[src/rtl/bp_pkg.sv]
package bp_pkg;

  typedef enum logic [2:0] {
    S_IDLE,
    S_READY,
    S_TAIL,
    S_PAD,
    S_RDHI,
    S_RDMID,
    S_RDLO,
    S_RD8
  } bp_state_e;

  // first byte of a pair: upper eight bits of the even word
  function automatic logic [7:0] pack_first(input logic [11:0] w);
    return w[11:4];
  endfunction

  // middle byte: kept low nibble of even word, then top nibble of odd word
  function automatic logic [7:0] pack_mid(input logic [3:0] held, input logic [11:0] w);
    return {held, w[11:8]};
  endfunction

  // last byte: lower eight bits of the odd word
  function automatic logic [7:0] pack_last(input logic [11:0] w);
    return w[7:0];
  endfunction

  function automatic logic [11:0] unpack_even(input logic [7:0] b0, input logic [7:0] b1);
    return {b0, b1[7:4]};
  endfunction

  function automatic logic [11:0] unpack_odd(input logic [3:0] nib, input logic [7:0] b2);
    return {nib, b2};
  endfunction

endpackage

[src/rtl/bp_seq.sv]
module bp_seq
  import bp_pkg::*;
#(
  parameter int BUF_BYTES = 128,
  parameter int WORDS12   = 64,
  localparam int AW       = $clog2(BUF_BYTES),
  localparam int CW       = $clog2(BUF_BYTES) + 1,
  localparam int DATA12   = (WORDS12 * 3) / 2
) (
  input  logic          clk,
  input  logic          rst_n,
  input  logic          start,
  input  logic          start_mode12,
  input  logic          start_fill,
  input  logic          put_valid,
  input  logic          get_req,
  output bp_state_e     st,
  output logic [AW-1:0] ptr,
  output logic          word_odd,
  output logic          mode12_q,
  output logic          ready,
  output logic          ev_put,
  output logic          mem_we,
  output logic          mem_re,
  output logic          done
);

  logic          fill_q;
  logic [CW-1:0] cnt;
  logic          ev_get;
  logic          last_fill8;
  logic          pad_end;
  logic          last_get;
  logic          xfer_end;

  assign ready      = (st == S_READY);
  assign ev_put     = ready && fill_q && put_valid;
  assign ev_get     = ready && !fill_q && get_req;
  assign mem_we     = ev_put || (st == S_TAIL) || (st == S_PAD);
  assign mem_re     = ev_get || (st == S_RDHI);
  assign last_fill8 = ev_put && !mode12_q && (cnt == CW'(BUF_BYTES - 1));
  assign pad_end    = (st == S_PAD) && (ptr == AW'(BUF_BYTES - 1));
  assign last_get   = ((st == S_RDLO) && (cnt == CW'(WORDS12 - 1))) ||
                      ((st == S_RD8) && (cnt == CW'(BUF_BYTES - 1)));
  assign xfer_end   = last_fill8 || pad_end || last_get;

  always_ff @(posedge clk or negedge rst_n) begin
    if (!rst_n) begin
      st       <= S_IDLE;
      ptr      <= '0;
      cnt      <= '0;
      word_odd <= 1'b0;
      mode12_q <= 1'b0;
      fill_q   <= 1'b0;
      done     <= 1'b0;
    end else if (start) begin
      st       <= S_READY;
      ptr      <= '0;
      cnt      <= '0;
      word_odd <= 1'b0;
      mode12_q <= start_mode12;
      fill_q   <= start_fill;
      done     <= 1'b0;
    end else begin
      done <= xfer_end;
      if (mem_we || mem_re) ptr <= ptr + AW'(1);
      unique case (st)
        S_READY: begin
          if (ev_put) begin
            cnt <= cnt + CW'(1);
            if (mode12_q) begin
              word_odd <= !word_odd;
              if (word_odd) st <= S_TAIL;
            end else if (last_fill8) begin
              st <= S_IDLE;
            end
          end else if (ev_get) begin
            if (!mode12_q)     st <= S_RD8;
            else if (word_odd) st <= S_RDLO;
            else               st <= S_RDHI;
          end
        end
        S_TAIL:  st <= (cnt == CW'(WORDS12)) ? S_PAD : S_READY;
        S_PAD:   if (pad_end) st <= S_IDLE;
        S_RDHI:  st <= S_RDMID;
        S_RDMID: begin
          cnt      <= cnt + CW'(1);
          word_odd <= 1'b1;
          st       <= S_READY;
        end
        S_RDLO: begin
          cnt      <= cnt + CW'(1);
          word_odd <= 1'b0;
          st       <= last_get ? S_IDLE : S_READY;
        end
        S_RD8: begin
          cnt <= cnt + CW'(1);
          st  <= last_get ? S_IDLE : S_READY;
        end
        default: ;
      endcase
    end
  end

  AST_DONE_PULSE: assert property (@(posedge clk) disable iff (!rst_n) done |=> !done);
  AST_DATA_REGION: assert property (@(posedge clk) disable iff (!rst_n)
    (mode12_q && fill_q && (ev_put || st == S_TAIL)) |-> (ptr < AW'(DATA12)));
  AST_FILL_END_ADDR: assert property (@(posedge clk) disable iff (!rst_n)
    (done && fill_q) |-> (ptr == '0));
  AST_EMPTY12_END: assert property (@(posedge clk) disable iff (!rst_n)
    (done && !fill_q && mode12_q) |-> (ptr == AW'(DATA12)));
  AST_NO_WE_ON_EMPTY: assert property (@(posedge clk) disable iff (!rst_n)
    mem_we |-> fill_q);

endmodule

[src/rtl/bp_packer.sv]
module bp_packer
  import bp_pkg::*;
(
  input  logic        clk,
  input  logic        rst_n,
  input  logic        clr,
  input  logic        ev_put,
  input  logic        mode12,
  input  logic        word_odd,
  input  logic        in_tail,
  input  logic        in_pad,
  input  logic [11:0] put_word,
  output logic [7:0]  wdata
);

  logic [3:0] hold_q;
  logic [7:0] tail_q;

  always_ff @(posedge clk or negedge rst_n) begin
    if (!rst_n) begin
      hold_q <= '0;
      tail_q <= '0;
    end else if (clr) begin
      hold_q <= '0;
      tail_q <= '0;
    end else if (ev_put && mode12) begin
      if (word_odd) tail_q <= pack_last(put_word);
      else          hold_q <= put_word[3:0];
    end
  end

  always_comb begin
    if (in_tail || in_pad) wdata = tail_q;
    else if (!mode12)      wdata = put_word[7:0];
    else if (word_odd)     wdata = pack_mid(hold_q, put_word);
    else                   wdata = pack_first(put_word);
  end

  AST_TAIL_AFTER_ODD: assert property (@(posedge clk) disable iff (!rst_n)
    in_tail |-> $past(ev_put && mode12 && word_odd));

endmodule

[src/rtl/bp_unpacker.sv]
module bp_unpacker
  import bp_pkg::*;
(
  input  logic        clk,
  input  logic        rst_n,
  input  logic        clr,
  input  bp_state_e   st,
  input  logic [7:0]  rdata,
  output logic        get_valid,
  output logic [11:0] get_word
);

  logic [7:0] hi_q;
  logic [3:0] nib_q;

  always_ff @(posedge clk or negedge rst_n) begin
    if (!rst_n) begin
      hi_q  <= '0;
      nib_q <= '0;
    end else if (clr) begin
      hi_q  <= '0;
      nib_q <= '0;
    end else begin
      if (st == S_RDHI)  hi_q  <= rdata;
      if (st == S_RDMID) nib_q <= rdata[3:0];
    end
  end

  assign get_valid = (st == S_RDMID) || (st == S_RDLO) || (st == S_RD8);

  always_comb begin
    unique case (st)
      S_RDMID: get_word = unpack_even(hi_q, rdata);
      S_RDLO:  get_word = unpack_odd(nib_q, rdata);
      default: get_word = {4'h0, rdata};
    endcase
  end

  AST_MID_FROM_HI: assert property (@(posedge clk) disable iff (!rst_n)
    (st == S_RDMID) |-> ($past(st) == S_RDHI));

endmodule

[src/rtl/bp_top.sv]
module bp_top
  import bp_pkg::*;
#(
  parameter int BUF_BYTES = 128,
  parameter int WORDS12   = 64,
  localparam int AW       = $clog2(BUF_BYTES)
) (
  input  logic          clk,
  input  logic          rst_n,
  input  logic          start,
  input  logic          start_mode12,
  input  logic          start_fill,
  input  logic          put_valid,
  input  logic [11:0]   put_word,
  output logic          ready,
  input  logic          get_req,
  output logic          get_valid,
  output logic [11:0]   get_word,
  output logic [AW-1:0] mem_addr,
  output logic          mem_we,
  output logic          mem_re,
  output logic [7:0]    mem_wdata,
  input  logic [7:0]    mem_rdata,
  output logic          done
);

  bp_state_e     st;
  logic [AW-1:0] ptr;
  logic          word_odd;
  logic          mode12_q;
  logic          ev_put;

  bp_seq #(.BUF_BYTES(BUF_BYTES), .WORDS12(WORDS12)) u_seq (
    .clk(clk), .rst_n(rst_n), .start(start), .start_mode12(start_mode12),
    .start_fill(start_fill), .put_valid(put_valid), .get_req(get_req),
    .st(st), .ptr(ptr), .word_odd(word_odd), .mode12_q(mode12_q),
    .ready(ready), .ev_put(ev_put), .mem_we(mem_we), .mem_re(mem_re),
    .done(done)
  );

  bp_packer u_pack (
    .clk(clk), .rst_n(rst_n), .clr(start), .ev_put(ev_put), .mode12(mode12_q),
    .word_odd(word_odd), .in_tail(st == S_TAIL), .in_pad(st == S_PAD),
    .put_word(put_word), .wdata(mem_wdata)
  );

  bp_unpacker u_unpack (
    .clk(clk), .rst_n(rst_n), .clr(start), .st(st), .rdata(mem_rdata),
    .get_valid(get_valid), .get_word(get_word)
  );

  assign mem_addr = ptr;

  AST_PAD_REPEAT: assert property (@(posedge clk) disable iff (!rst_n)
    (st == S_PAD) |-> (mem_we && mem_wdata == $past(mem_wdata)));
  AST_GET_NOT_WRITE: assert property (@(posedge clk) disable iff (!rst_n)
    get_valid |-> !mem_we);

endmodule

[config.mk]
export PLATFORM = sky130hd
export DESIGN_NAME = bp_top
export DESIGN_NICKNAME = d
export VERILOG_FILES = /design/src/rtl/bp_pkg.sv /design/src/rtl/bp_seq.sv /design/src/rtl/bp_packer.sv /design/src/rtl/bp_unpacker.sv /design/src/rtl/bp_top.sv
export SDC_FILE = /design/constraint.sdc
export NUM_CORES = 1
export LEC_CHECK = 0
export ABC_AREA = 0
export BUFFER_PORTS_ARGS = -buffer_cell sky130_fd_sc_hd__buf_2
export CORE_MARGIN = 4
export CORE_UTILIZATION = 50
export CTS_CLUSTER_SIZE = 30
export DETAILED_ROUTE_END_ITERATION = 10
export HOLD_SLACK_MARGIN = 0.08
export PLACE_DENSITY = 0.74
export SYNTH_ARGS = -nofsm -noshare
export SYNTH_HDL_FRONTEND = slang
export SYNTH_SLANG_ARGS = --single-unit
[constraint.sdc]
create_clock -name clk -period 2.55 [get_ports clk]
set_clock_uncertainty 0.05 [all_clocks]
set_input_delay 0.51 -clock clk [delete_from_list [all_inputs] [get_ports clk]]
set_output_delay 0.51 -clock clk [all_outputs]
set_load 0.1 [all_outputs]
# Word-level counts from Yosys, hierarchy flattened
# Index checks and enable logic that the tools add are counted.
# classes
n_addsub	2
n_bitwise	0
mux	36
order_cmp	0
reduce_logical	38
n_eq_ne	18
n_div	0
n_shift	0
mul	0
# op_table
op	count
8-bit 2-to-1 mux	10
3-bit 2-to-1 mux	8
12-bit one-hot mux with 2 select lines	1
4-bit 2-to-1 mux	5
3-bit one-hot mux with 6 select lines	1
8-bit by 7-bit == test with 1-bit output, second input constant	2
8-bit one-hot mux with 2 select lines	1
7-bit 2-to-1 mux	2
3-bit == test, second input constant	4
1-bit logical AND	10
1-bit logical OR	10
5-bit inequality test, second input constant	2
2-bit nonzero test	5
8-bit by 1-bit adder with 8-bit output, second input constant	1
8-bit by 6-bit == test with 1-bit output, second input constant	1
7-bit by 1-bit adder with 7-bit output, second input constant	1
7-bit == test, second input constant	1
7-bit nonzero test	1
3-bit by 2-bit == test with 1-bit output, second input constant	2
3-bit by 2-bit inequality test with 1-bit output, second input constant	2
2-bit AND reduction	3
1-bit 2-to-1 mux	5
5-bit AND reduction	1
2-bit 2-to-1 mux	2
11 further kinds	13
# totals
in_bits	27
mem_bits_ro	0
ff_bits	46
mem_count	0
output_inout_bits	32
ram_bits	0
latch_bits	0
word_cells	105

# Logic depth before layout (Yosys ltp)
# Gate-level depths: netlist (run 1).
# depth
depth_word	10
depth_mapped	7
ltp_nobuf	5

# Hierarchy
# A second synthesis (run 1) with hierarchy kept.
# hier_totals
hier_cells	304
area_unflattened_um2	3085.5
# modules_own_cells
mod	instances	seq_area_each_um2	cells_per_inst	area_per_inst_um2
bp_seq	1	550.5	142	1352.5
bp_packer	1	300.3	87	900.9
bp_unpacker	1	300.3	73	810.8
bp_top	1	0.0	2	21.3

# Worst setup path before layout (run 1)
# OpenSTA, ideal clock, no wires.
# synth_timing
path_type	flip-flop to output port
from	register u_seq.mode12_q
to	output port mem_wdata[7]
arrival_time_ps	3146
slack_ps	-1156
path_stages_with_launch	5
cell_sequence	dfrtp_1 -> clkbuf_1 -> clkbuf_1 -> o21ai_0 -> o21ai_0
# synth_between
elab_chain_cells	2
# synth_rtl
item	line_no	rtl
start: declaration	bp_seq.sv:20	output logic mode12_q,
start signal: assignment	bp_seq.sv:61	mode12_q <= start_mode12;
8-bit 2-to-1 mux	bp_packer.sv:34	else if (!mode12) wdata = put_word[7:0];
8-bit 2-to-1 mux	bp_packer.sv:33	if (in_tail || in_pad) wdata = tail_q;
end: declaration	bp_top.sv:22	output logic [7:0] mem_wdata,
# No other way between the ends.

# Worst setup path after layout (run 1)
# layout_timing
from	register u_seq.word_odd
to	output port mem_wdata[1]
# layout_between
elab_chain_cells	3
# layout_rtl
item	line_no	rtl
start: declaration	bp_seq.sv:19	output logic word_odd,
start signal: assignment	bp_seq.sv:72	word_odd <= !word_odd;
8-bit 2-to-1 mux	bp_packer.sv:35	else if (word_odd) wdata = pack_mid(hold_q, put_word);
8-bit 2-to-1 mux	bp_packer.sv:34	
8-bit 2-to-1 mux	bp_packer.sv:33	
# No other way between the ends.

==> results.md, run 1 <==
- Run status: finished, final reports clean
- Sequential fraction of design power: 24.5%
- Most instantiated library cell after synthesis: dfrtp_1
- Min-delay worst type: input pin to async pin
- HPWL Detailed: 4683 µm
- Design Area, Final: 3506 µm²
- Fin util: 68.21%
- Arrival time at the worst endpoint: 1.84 ns
- Drt wl/cell: 15.33 µm
- Crit-path max FO: 14
- Pint: 1.786 mW
- Slew @ Worst Pin: 0.6856 ns
- Clock power share: 12.2%
- First drt pass iteration count: 4
- Lkg Pwr: 1.597 nW
- Initial Util: 52.09%
- # setup viols final: 0
- Rows: 26
- Synthesized area: 2678 µm²
- Later-pin clock latency in the skew report: 0.30 ns
- Combinational group share of total power: 63.3%
- Clock root buffer: clkbuf_8
- Synth top area share: 42.99%
- Post-synthesis net count: 322
- Antenna violations before repair: 0
- Height of the die: 81.18 µm
- Global-route wire length before repair: 10540 µm
- Sequential fraction of the synthesis area: 42.99%
- RSZ-0062 raised after global routing: no
- Fmax achieved: 416.8 MHz
- Cell taking the most area after synthesis: dfrtp_1
- Hold Fails Final Rpt: 0
- Crit. End Element: output port
- CORE AREA: 5140 µm²
- Reg area: 1151 µm²
- Post-synth top cells: dfrtp_1 (46), nand2_1 (39), nor2_1 (24)
- Ys Warns: 0
- Port Buffers: 58
- Post-CTS setup buffers: 0
- Overall Power: 3.704 mW
- Final TNS setup: 0 ns
- Fill cells: 435
- Critical-path cell list: mux2i_1 -> nand2_1 -> o21ai_0 -> o21ai_1 -> buf_12
- Post-synthesis sequential element count: 46
- CTS max path bufs: 2
- Die extent in x: 81.18 µm
- Boundary Pins: 59
- GRT overflow: 0
- CP max stage delay: 0.74 ns
- Number of routed nets with antenna violations: 0
- Main synth FF type: dfrtp_1
- Net Sw Frac: 51.77%
- Slew margin rel.: 54.29%
- Setup crit start kind: flop
- CTS Buf Count: 5
- Post-route insts no fill: 421
- # clock sinks: 46
- Vias in the first global route: 2210
- ANT cells: 0
- Post-synth EDFFs: 0
- CTS clk-pin slew, worst paths: 0.08 ns
- CP Class: flop to output port
- Dpl cells: 413
- Final Cycle Share: 94.09%
- Syn_area_per_cell: 9.170 µm²
- Area of the die: 6590 µm²
- Layout area overhead: 30.93%
- Switch Pwr: 1.918 mW
- Worst Path Required: 1.99 ns
- Vias per cell: 5.684
- Clock period minus worst slack: 2.399 ns
- Final WS setup: 0.1508 ns
- Worst hold slack: 0.2320 ns
- Multi-input logic area: 1458 µm²
- Htree depth: 2
- Drc violations: 0
- Nets: 380
- Pwr/cell area: 1057 nW/µm²
- Unique masters post-synth: 50
- Largest cells by area after synthesis: dfrtp_1 (43%), mux2i_1 (6.4%), nand2_1 (5.5%), mux2_2 (4.6%), o21ai_0 (4.1%)
- Global-route usage over all layers: 20.60%
- Worst vdd ir: 0.0006452 V
- Post-CTS Hold Buffers: 0
- Final Max Tran Viols: 0
- Max-Cap Viols: 0
- Worst slack, placed: 0.3783 ns
- Post-Place Cell Area: 3407 µm²
- Mapped Cells: 292
- Pin count of the biggest net entering global routing: 47
- GP Congestion: 0.9010
- CTS tree: done
- Vias: 2393
- Share of cells above drive strength 1: 29.34%
- Critical path's slowest cell: dfrtp_1
- Post-Route WL: 6454 µm
- First DRT Iteration DRCs: 119
- Ys async rst share: 100.0%
-- sequential cells by signal, indices dropped and copies added (netlist names) --
| signal | count |
|---|---|
| u_unpack.nib_q | 4 |
| u_unpack.hi_q | 8 |
| u_seq.done | 1 |
| u_seq.mode12_q | 1 |
| u_seq.fill_q | 1 |
| u_seq.ptr | 7 |
| u_seq.st | 3 |
| u_seq.word_odd | 1 |
| u_pack.hold_q | 4 |
| u_seq.cnt | 8 |
| u_pack.tail_q | 8 |
-- cell families after synthesis --
group	share of synthesized area, %
AO/OA/AOI/OAI	18.22
XOR/XNOR	1.309
adder cells (fa/ha/maj)	1.402
buffers and inverters	4.206
flip-flops	42.99
multiplexers	10.98
AND/OR/NAND/NOR	20.89
-- cell usage in the layout (no fill, tap or decap), types with 6 or more instances in the layout --
cell,instances
inv_1,10
nand2_1,38
mux2i_1,17
o21ai_0,14
clkbuf_8,6
nand4_1,6
nand3_1,8
o21ai_1,6
buf_4,10
a21oi_1,19
dfrtp_1,46
nor2_1,19
a22o_1,8
mux2_2,11
buf_2,37
buf_12,21
-- layout make-up --
cell class | instances | area share, %
Multi-Input combinational cell | 219 | 41.58
Sequential cell | 46 | 32.83
Timing Repair Buffer | 68 | 19.41
Tap cell | 70 | 2.498
Clock buffer | 7 | 2.463
Inverter | 10 | 1.071
Clock inverter | 1 | 0.1428
-- metal layers --
layer	track usage [%]	wire, µm	vias up
met3	4.435	296	7
met1	26.93	2869	1158
met2	34.73	3216	45
li1	-	-	1183
met5	0	0	-
met4	5.236	70	0
-- worst paths after layout --
| check | end | slack (ns) | from | cells past startpoint |
|---|---|---|---|---|
| setup / recovery | mem_wdata[1] | 0.15 | u_seq.word_odd | 5 |
| hold / removal | u_pack.tail_q[7] | 0.23 | rst_n | 2 |
| setup reg to reg | u_seq.ptr[5] | 0.49 | u_seq.st[1] | 7 |
| hold reg to reg | u_pack.tail_q[6] | 0.46 | u_pack.tail_q[6] | 1 |
| max in group asynchronous | u_seq.st[1] | 1.82 | rst_n | 2 |
| min in group clk | u_seq.fill_q | 0.39 | start_fill | 2 |
-- critical path: cells and delay by family (launching register included) --
kind	cells	cell delay (ns)
flops	1	0.74
compound gates	2	0.34
buf+inv	1	0.21
mux	1	0.16
simple gates	1	0.09
-- power by group through the flow --
stage	registers [mW]	logic, mW	clock network [mW]
5_1_grt	0.921	2.47	0.485
3_5_place_dp	0.921	2.33	0
3_3_place_gp	0.912	2.31	0
6_report	0.907	2.34	0.453
2_1_floorplan	0.984	1.59	0
4_1_cts	0.906	2.34	0.469
-- what timing repair did --
item                                    CTS  global route
endpoints found under the setup margin    0             9
gates resized for setup                   0             2
endpoints found under the hold margin     0             0
No activity file was read; power rests on OpenSTA's default activity.
==> run 2: changes to the inputs <==
--- a/config.mk
+++ b/config.mk
@@ -6,13 +6,16 @@
 export NUM_CORES = 1
 export LEC_CHECK = 0
 export ABC_AREA = 0
-export BUFFER_PORTS_ARGS = -buffer_cell sky130_fd_sc_hd__buf_2
+export BUFFER_PORTS_ARGS = -buffer_cell sky130_fd_sc_hd__buf_4
+export CAP_MARGIN = 20
+export CELL_PAD_IN_SITES_DETAIL_PLACEMENT = 0
+export CELL_PAD_IN_SITES_GLOBAL_PLACEMENT = 1
 export CORE_MARGIN = 4
-export CORE_UTILIZATION = 50
+export CORE_UTILIZATION = 41
 export CTS_CLUSTER_SIZE = 30
 export DETAILED_ROUTE_END_ITERATION = 10
 export HOLD_SLACK_MARGIN = 0.08
-export PLACE_DENSITY = 0.74
+export PLACE_DENSITY = 0.8
 export SYNTH_ARGS = -nofsm -noshare
 export SYNTH_HDL_FRONTEND = slang
 export SYNTH_SLANG_ARGS = --single-unit
==> run 2 against run 1 <==
Non-clock buffer count fell by 1. Global-route usage fell by 3.4 points. Highest routed layer unchanged. Sequential share of layout area rose by 1.7 points.
==> results.md, run 2 (synthesis gave the netlist of run 1 again) <==
- Drc violations: 0
- Met3 wire len: 250 µm
- Met1 Routed Length: 3054 µm
- Design Area, Final: 3337 µm²
- Clock root buffer: clkbuf_8
- Lkg Pwr: 1.530 nW
- Port Buffers: 58
- Global-route wire length before repair: 10720 µm
- GRT overflow: 0
- CTS clk-pin slew, worst paths: 0.08 ns
- CP Class: flop to output port
- Slew @ Worst Pin: 0.7030 ns
- Initial Util: 42.17%
- Metal2 WL: 3300 µm
- Critical-path cell list: mux2i_1 -> nand2_1 -> o21ai_0 -> o21ai_1 -> buf_4
- Crit. End Element: output port
- Die extent in x: 88.81 µm
- Post-route insts no fill: 427
- Hold Fails Final Rpt: 0
- Arrival time at the worst endpoint: 1.85 ns
- Number of routed nets with antenna violations: 0
- Biggest regs: u_pack.tail_q x8, u_seq.cnt x8, u_unpack.hi_q x8
- Layout area overhead: 24.63%
- Setup crit start kind: flop
- Crit path buffers/inverters: 1
- Vias in the first global route: 2217
- CTS tree: done
- Pwr/cell area: 1042 nW/µm²
- Pin count of the biggest net entering global routing: 47
- CP top delay family: flip-flops
- CTS max path bufs: 2
- Final TNS setup: 0 ns
- Htree depth: 2
- Clock period minus worst slack: 2.407 ns
- GP Congestion: 0.8024
- ANT cells: 0
- CP max stage delay: 0.74 ns
- R2r worst-path depth: 7
- Commonest cells after routing, fill and taps aside: buf_4 (67), dfrtp_1 (46), nand2_1 (38), nor2_1 (19), a21oi_1 (19)
- Worst slack, placed: 0.3379 ns
- # clock sinks: 46
- Fmax achieved: 415.4 MHz
- Fill cells: 611
- Antenna violations before repair: 0
- Run status: finished, final reports clean
- Vias per cell: 5.581
- RSZ-0062 raised after global routing: no
- Min-delay worst type: input pin to async pin
- Fin util: 52.55%
- Rows: 29
- Max-Cap Viols: 0
- Post-Route WL: 6630 µm
- Crit-path max FO: 14
- CORE AREA: 6350 µm²
- Post-Place Cell Area: 3238 µm²
- Post-CTS Hold Buffers: 0
- WP depth: 5
- Area of the die: 7887 µm²
- # setup viols final: 0
- Worst vdd ir: 0.0006587 V
- CTS Buf Count: 5
- Final Cycle Share: 94.40%
- Critical path's slowest cell: dfrtp_1
- First drt pass iteration count: 4
- Global-route usage over all layers: 17.23%
- Drt wl/cell: 15.53 µm
- Final WS setup: 0.1428 ns
- First DRT Iteration DRCs: 113
- Leading cell type in the layout, fill and taps excluded: buf_4
- Later-pin clock latency in the skew report: 0.29 ns
- Height of the die: 88.81 µm
- DR top layer: met4
- Share of cells above drive strength 1: 29.14%
- Boundary Pins: 59
- Nets: 379
- Vias: 2383
- Worst Path Required: 1.99 ns
- HPWL Detailed: 4688 µm
- Dpl cells: 419
- Final Max Tran Viols: 0
- Slew margin rel.: 53.14%
-- run 2: cell types whose count changed in the layout (fill, tap and decap cells not counted), sizes merged --
cell / change
buf: -1
-- run 2: final timing paths --
path | start | endpoint | slack [ns]
worst min-delay path | rst_n | u_pack.tail_q[7] | 0.16
worst max register to register | u_seq.st[2] | u_seq.ptr[5] | 0.51
worst max-delay path | u_seq.word_odd | mem_wdata[2] | 0.14
worst min register to register | u_pack.tail_q[6] | u_pack.tail_q[6] | 0.46
max in group asynchronous | rst_n | u_seq.cnt[6] | 1.89
min in group clk | start_fill | u_seq.fill_q | 0.40
-- run 2: timing repair --
action	4_1_cts	5_1_grt
resized for setup	0	2
setup endpoints to repair	0	9
setup buffers	0	0
endpoints found under the hold margin	0	0
-- run 2: through the flow --
step                total power, mW  hold WS, ns
floorplan                     2.569       0.1644
CTS                           3.494       0.1862
global route                  3.654       0.2087
detailed placement            3.032       0.4407
finish                        3.476       0.1648
global placement              3.019       0.4379
-- run 2: area by class of cell --
cell class	instances	area [µm²]	area share (%)
multi-input combinational	219	1458	43.68
sequential	46	1151	34.50
clock buffer	7	86.33	2.587
timing repair buffer	67	503.0	15.07
inverter	10	37.54	1.125
tap	77	96.34	2.887
clock inverter	1	5.005	0.1500
-- run 2: where the power goes --
part	switching [mW]	total, mW	internal, mW
sequential	0.0986	0.907	0.809
clock	0.238	0.457	0.219
combinational	1.54	2.11	0.576
total	1.87	3.48	1.60
-- run 2: layer usage --
metal | up-vias | global-route usage [%]
li1 | 1179 | -
met1 | 1160 | 23.11
met2 | 42 | 29.42
met3 | 2 | 2.886
met4 | 0 | 3.297
met5 | - | 0
